**config.mk**
```make
export PLATFORM = sky130hd
export DESIGN_NAME = csa_array_mult
export DESIGN_NICKNAME = d
export VERILOG_FILES = /design/src/rtl/mult_pkg.sv /design/src/rtl/mult_pp_gen.sv /design/src/rtl/mult_csa_row.sv /design/src/rtl/mult_final_add.sv /design/src/rtl/csa_array_mult.sv
export SDC_FILE = /design/constraint.sdc
export NUM_CORES = 1
export LEC_CHECK = 0
export ABC_AREA = 1
export BUFFER_PORTS_ARGS = -buffer_cell sky130_fd_sc_hd__buf_2
export CAP_MARGIN = 40
export CORE_ASPECT_RATIO = 1.25
export CORE_MARGIN = 1
export CORE_UTILIZATION = 25
export CTS_CLUSTER_DIAMETER = 50
export DETAILED_ROUTE_END_ITERATION = 7
export GPL_TIMING_DRIVEN = 0
export PLACE_DENSITY = 0.45
export REMOVE_ABC_BUFFERS = 1
export SLEW_MARGIN = 10
export SYNTH_ARGS = -nofsm -noshare
export SYNTH_HDL_FRONTEND = slang
export SYNTH_SLANG_ARGS = --single-unit
```
**constraint.sdc**
```tcl
create_clock -name clk -period 2.6 [get_ports clk]
set_input_delay 0.39 -clock clk [delete_from_list [all_inputs] [get_ports clk]]
set_output_delay 0.39 -clock clk [all_outputs]
set_load 0.02 [all_outputs]
```
**src/rtl/mult_pkg.sv**
```systemverilog
package mult_pkg;

  // One-bit full-adder sum output.
  function automatic logic fa_sum(input logic x, input logic y, input logic z);
    return x ^ y ^ z;
  endfunction

  // One-bit full-adder carry output (majority of the three inputs).
  function automatic logic fa_carry(input logic x, input logic y, input logic z);
    return (x & y) | (x & z) | (y & z);
  endfunction

endpackage

```
**src/rtl/mult_pp_gen.sv**
```systemverilog
module mult_pp_gen #(
  parameter int W = 4
) (
  input  logic [W-1:0] mcand,
  input  logic         mbit,
  output logic [W-1:0] pp
);

  // One AND gate per column: partial-product bit = multiplier bit AND multiplicand bit.
  for (genvar j = 0; j < W; j++) begin : g_and
    assign pp[j] = mcand[j] & mbit;
  end

endmodule

```
**src/rtl/mult_csa_row.sv**
```systemverilog
module mult_csa_row
  import mult_pkg::*;
#(
  parameter int W   = 4,
  parameter int ROW = 0
) (
  input  logic         clk,
  input  logic         rst_n,
  input  logic         v_i,
  input  logic [W-1:0] mcand,
  input  logic         mbit,
  input  logic [W-1:0] s_i,
  input  logic [W-1:0] c_i,
  input  logic [W-1:0] l_i,
  output logic         v_o,
  output logic [W-1:0] s_o,
  output logic [W-1:0] c_o,
  output logic [W-1:0] l_o
);

  logic [W-1:0] pp;
  logic [W-1:0] fsum;
  logic [W-1:0] fcar;
  logic [W-1:0] s_next;
  logic [W-1:0] l_next;

  mult_pp_gen #(.W(W)) u_pp (
    .mcand (mcand),
    .mbit  (mbit),
    .pp    (pp)
  );

  // Carry-save row. Every column adds incoming sum, incoming carry and partial-product bit.
  always_comb begin
    for (int j = 0; j < W; j++) begin
      fsum[j] = fa_sum(s_i[j], c_i[j], pp[j]);
      fcar[j] = fa_carry(s_i[j], c_i[j], pp[j]);
    end
  end

  // Column 0 is now final and is peeled off into product bit ROW.
  // The remaining sums move down one weight. The carries already sit one column higher.
  assign s_next = {1'b0, fsum[W-1:1]};

  always_comb begin
    l_next      = l_i;
    l_next[ROW] = fsum[0];
  end

  always_ff @(posedge clk or negedge rst_n) begin
    if (!rst_n) begin
      v_o <= 1'b0;
      s_o <= '0;
      c_o <= '0;
      l_o <= '0;
    end else begin
      v_o <= v_i;
      if (v_i) begin
        s_o <= s_next;
        c_o <= fcar;
        l_o <= l_next;
      end
    end
  end

endmodule

```
**src/rtl/mult_final_add.sv**
```systemverilog
module mult_final_add
  import mult_pkg::*;
#(
  parameter int W = 4
) (
  input  logic           clk,
  input  logic           rst_n,
  input  logic           v_i,
  input  logic [W-1:0]   s_i,
  input  logic [W-1:0]   c_i,
  input  logic [W-1:0]   l_i,
  output logic           cout,
  output logic           out_valid,
  output logic [2*W-1:0] product
);

  logic [W-1:0] hi;

  // Ripple carry-propagate adder that merges the last sum and carry vectors.
  always_comb begin
    logic cy;
    cy = 1'b0;
    for (int j = 0; j < W; j++) begin
      hi[j] = fa_sum(s_i[j], c_i[j], cy);
      cy    = fa_carry(s_i[j], c_i[j], cy);
    end
    cout = cy;
  end

  always_ff @(posedge clk or negedge rst_n) begin
    if (!rst_n) begin
      out_valid <= 1'b0;
      product   <= '0;
    end else begin
      out_valid <= v_i;
      if (v_i) product <= {hi, l_i};
    end
  end

endmodule

```
**src/rtl/csa_array_mult.sv**
```systemverilog
module csa_array_mult #(
  parameter int W = 4
) (
  input  logic           clk,
  input  logic           rst_n,
  input  logic           in_valid,
  input  logic [W-1:0]   a,
  input  logic [W-1:0]   b,
  output logic           out_valid,
  output logic [2*W-1:0] product
);

  localparam int ROWS  = W;
  localparam int OPDLY = W - 1;

  // Stage state after each carry-save row.
  logic [W-1:0] st_s [ROWS];
  logic [W-1:0] st_c [ROWS];
  logic [W-1:0] st_l [ROWS];
  logic [ROWS-1:0] stage_valid;

  // Multiplicand delayed to line up with each later row.
  logic [W-1:0] st_a [OPDLY];
  // Multiplier bit k, delayed k cycles for row k.
  logic [ROWS-1:0] row_b;

  // Named internal events for the checker.
  logic cpa_cout;
  logic low0;

  assign low0 = st_l[0][0];

  // Multiplicand delay chain.
  for (genvar k = 0; k < OPDLY; k++) begin : g_adly
    always_ff @(posedge clk or negedge rst_n) begin
      if (!rst_n) st_a[k] <= '0;
      else if (k == 0) st_a[k] <= a;
      else st_a[k] <= st_a[(k == 0) ? 0 : k-1];
    end
  end

  // Triangular multiplier-bit delay: row k sees b[k] from k cycles earlier.
  for (genvar k = 0; k < ROWS; k++) begin : g_bdly
    if (k == 0) begin : g_d0
      assign row_b[k] = b[0];
    end else if (k == 1) begin : g_d1
      logic dly;
      always_ff @(posedge clk or negedge rst_n) begin
        if (!rst_n) dly <= 1'b0;
        else dly <= b[1];
      end
      assign row_b[k] = dly;
    end else begin : g_dn
      logic [k-1:0] dly;
      always_ff @(posedge clk or negedge rst_n) begin
        if (!rst_n) dly <= '0;
        else dly <= {dly[k-2:0], b[k]};
      end
      assign row_b[k] = dly[k-1];
    end
  end

  // Carry-save rows, each followed by a register stage.
  for (genvar k = 0; k < ROWS; k++) begin : g_row
    if (k == 0) begin : g_first
      mult_csa_row #(.W(W), .ROW(0)) u_row (
        .clk   (clk),
        .rst_n (rst_n),
        .v_i   (in_valid),
        .mcand (a),
        .mbit  (row_b[0]),
        .s_i   ({W{1'b0}}),
        .c_i   ({W{1'b0}}),
        .l_i   ({W{1'b0}}),
        .v_o   (stage_valid[0]),
        .s_o   (st_s[0]),
        .c_o   (st_c[0]),
        .l_o   (st_l[0])
      );
    end else begin : g_next
      mult_csa_row #(.W(W), .ROW(k)) u_row (
        .clk   (clk),
        .rst_n (rst_n),
        .v_i   (stage_valid[k-1]),
        .mcand (st_a[k-1]),
        .mbit  (row_b[k]),
        .s_i   (st_s[k-1]),
        .c_i   (st_c[k-1]),
        .l_i   (st_l[k-1]),
        .v_o   (stage_valid[k]),
        .s_o   (st_s[k]),
        .c_o   (st_c[k]),
        .l_o   (st_l[k])
      );
    end
  end

  mult_final_add #(.W(W)) u_cpa (
    .clk       (clk),
    .rst_n     (rst_n),
    .v_i       (stage_valid[ROWS-1]),
    .s_i       (st_s[ROWS-1]),
    .c_i       (st_c[ROWS-1]),
    .l_i       (st_l[ROWS-1]),
    .cout      (cpa_cout),
    .out_valid (out_valid),
    .product   (product)
  );

endmodule

```
==> metrics.yaml <==
outcome:
  status: "complete, no violations"
cts:
  root_buffer_selected_by_cts: "sky130_fd_sc_hd__clkbuf_16"
  cts_hold_buf: 0
  number_of_buffers_created_by_cts: 9
  cts-htree-levels: 3
  cts_tree: "done"
  cts_setup_buffers: 0
  worst_case_clock_buffer_depth: 2
  worstSkewPairLatency_ps: 320
  path_clk_slew_ps: 50
  post_cts.resized_instances: 0
  numClockSinks: 62
pwr:
  worst_ir_drop_on_vdd_mv: 0.354
  power.combinational.fraction: 0.091
  power_uw: 2530
  leakage_dissipation_uw: 0.00162
  p_clk_frac: 0.464
  share_seq_of_total_power: 0.445
  swShare: 0.235
  power-per-cell-area_nw_per_um2: 860
  power.switching_uw: 595
  internal-power_uw: 1940
setup_path:
  critical_path_peak_fanout: 2
  setup.worst_path.end_class: "flip-flop"
  path_class: "flip-flop to flip-flop"
  cp.arrival_ps: 1940
  cp.required_ps: 2860
  reg2reg_setup_slack_ps: 920
  max_stage_delay_ps: 410
  r2r-end: "u_cpa.product[6]$_DFFE_PN0P_"
  worst_setup_path_start_kind: "flip-flop"
  reg2regPathDepth: 7
  critical_path.startpoint: "g_row[3].g_next.u_row.c_o[0]$_DFFE_PN0P_"
  path_cells: "ha_1, fa_1, inv_1, fa_1, inv_1, nand2_1, nand2_1"
  critPathCapture: "u_cpa.product[6]$_DFFE_PN0P_"
  reg2reg_from: "g_row[3].g_next.u_row.c_o[0]$_DFFE_PN0P_"
  crit_path_top_delay_cell: "sky130_fd_sc_hd__fa_1"
synth:
  synth.largest_area_cell: "sky130_fd_sc_hd__dfrtp_1"
  synth-edff-count: 0
  sequential_to_total_area_share_from_yosys_stat: 0.636
  prevailing_post_synth_register_cell: "sky130_fd_sc_hd__dfrtp_1"
  syn_area_per_cell_um2: 10.1
  count_of_distinct_cell_types_in_the_synthesized_netlist: 10
  synth_top_cell_area_share: 0.636
  synth_warnings: 0
  synth.most_common_cell: "sky130_fd_sc_hd__nand2_1"
  synth_top_cells_by_area: "sky130_fd_sc_hd__dfrtp_1 (64%), sky130_fd_sc_hd__nand2_1 (18%), sky130_fd_sc_hd__fa_1 (6.6%)"
  synth.cell_area_um2: 2440
  asyncSetResetFlopFracSynth: 1.00
  netlist_top_cells_count: "sky130_fd_sc_hd__nand2_1 (119), sky130_fd_sc_hd__dfrtp_1 (62), sky130_fd_sc_hd__inv_1 (33)"
  synth_cells: 241
  postSynthRegisterBits: 62
job:
  max_cap_violations: 0
global_route:
  number_of_global_route_vias_before_repair: 1543
  grt_antenna_before_repair: 0
  total_global_routing_track_utilization: 0.0897
  grt_start_max_net_pins: 63
  grt_pass1_wl_um: 6960
  grt.overflow.total: 0
floorplan:
  placement_rows: 39
  initial_core_utilization: 0.262
  die_width_um: 90.4
  fp.dieH_um: 112
  die_area_um2: 10200
  core_area_um2: 9320
  ioPinCount: 20
timing:
  final.setup.worst_slack_ps: 921
  fin_worst_skew_ps: 6.29
  slew_violations: 0
  finalWorstPathRequiredPeriod_ps: 1680
  setup-tns-final_ps: 0
  grt_setup_unrepaired: "no"
  period_utilization: 0.646
  worst_pin_slew_ps: 770
  timing.slew.headroom: 0.487
  timing_hold_violations_final: 0
  setup_viol: 0
  achievable-frequency_ghz: 0.596
layout:
  fillers: 1005
  post_route_cells_drive_above_1_share: 0.143
  nets: 290
  final-instance-count-excl-fill: 395
  inserted_diodes: 0
  syn_to_final_growth_pct: 20.8
  multi_input_gate_area_um2: 697
  final_cell_area_um2: 2950
  register_area_um2: 1550
routing:
  viasPerCell: 3.67
  routed_wirelength_um: 3630
  drt-wirelength-per-cell_um: 9.20
  route.detailed.drc: 0
  drt.antenna.violating_nets: 0
  drtIter0Drc: 63
  vias: 1451
  dr.pass1.iters: 4
placed_design:
  dpl.cell_count: 379
  placed_area_um2: 2650
  io_buffers: 19
  dp_slack_ps: 917
  dpl_hpwl_um: 2490
  gp_congestion: 0.637
hold_path:
  hold_class: "input pin to asynchronous set/reset pin"
[placed cells by master (no fill, tap or decap), drive strengths merged]
cell    synthesis  final
nand2         119    119
dfrtp          62     62
inv            37     37
buf             4     19
clkbuf          0     12
fa              8      8
nand3           7      7
ha              4      4
clkinv          0      3
bufinv          0      1
[power by group through the flow]
stage	combinational [uW]	clock [uW]	sequential (uW)
global placement	233	0	1140
floorplan	125	0	1160
finish	230	1180	1130
global route	281	1270	1140
detailed placement	238	0	1150
CTS	239	1220	1130
[how the worst min path moves through the flow]
stage / from / end / cells after the start
finish: rst_n / u_cpa.product[7]$_DFFE_PN0P_ / 1
global route: b[1] / g_bdly[1].g_d1.dly$_DFF_PN0_ / 1
CTS: b[1] / g_bdly[1].g_d1.dly$_DFF_PN0_ / 1
detailed placement: g_bdly[3].g_dn.dly[0]$_DFF_PN0_ / g_bdly[3].g_dn.dly[1]$_DFF_PN0_ / 0
global placement: g_bdly[3].g_dn.dly[0]$_DFF_PN0_ / g_bdly[3].g_dn.dly[1]$_DFF_PN0_ / 0
floorplan: rst_n / g_bdly[1].g_d1.dly$_DFF_PN0_ / 0
[layer usage]
layer  up-vias  track usage  part of all wire
li1        757            -                 -
met1       660       0.0971              0.46
met2        27        0.145              0.47
met3         7       0.0447             0.047
met4         0       0.0452             0.020
met5         -            0                 0
[flip-flops by register name (all words and copies together) (netlist names), 3 cells and up]
name	cells
g_row.g_next.u_row.l_o	9
g_row.g_next.u_row.s_o	9
g_bdly.g_dn.dly	5
g_row.g_next.u_row.c_o	9
g_row.g_first.u_row.s_o	3
st_a	12
g_row.g_next.u_row.v_o	3
u_cpa.product	8
[final cells by class]
type	count	area share
Multi-Input combinational cell	138	0.236
Sequential cell	62	0.526
Tap cell	123	0.0522
Clock buffer	12	0.0870
Inverter	37	0.0497
Timing Repair Buffer	19	0.0331
Clock inverter	4	0.0153
[critical path, delay by kind of cell, from the launching register on]
family	cells	cell delay, ps
flops	1	380
simple gates	2	110
buf+inv	2	140
fa+ha+maj	3	990
[metrics by stage]
stage | hold WS (ps) | utilization
CTS | 155 | 0.316
finish | 149 | 0.316
global route | 161 | 0.316
detailed placement | 337 | 0.284
global placement | 333 | 0.284
floorplan | 94.4 | -
[cell families after synthesis]
kind of cell | synth area share
adders and majority gates | 0.0862
buffers and inverters | 0.0785
DFF | 0.636
and+or+nand+nor | 0.199
(Power assumes the default switching activity.)
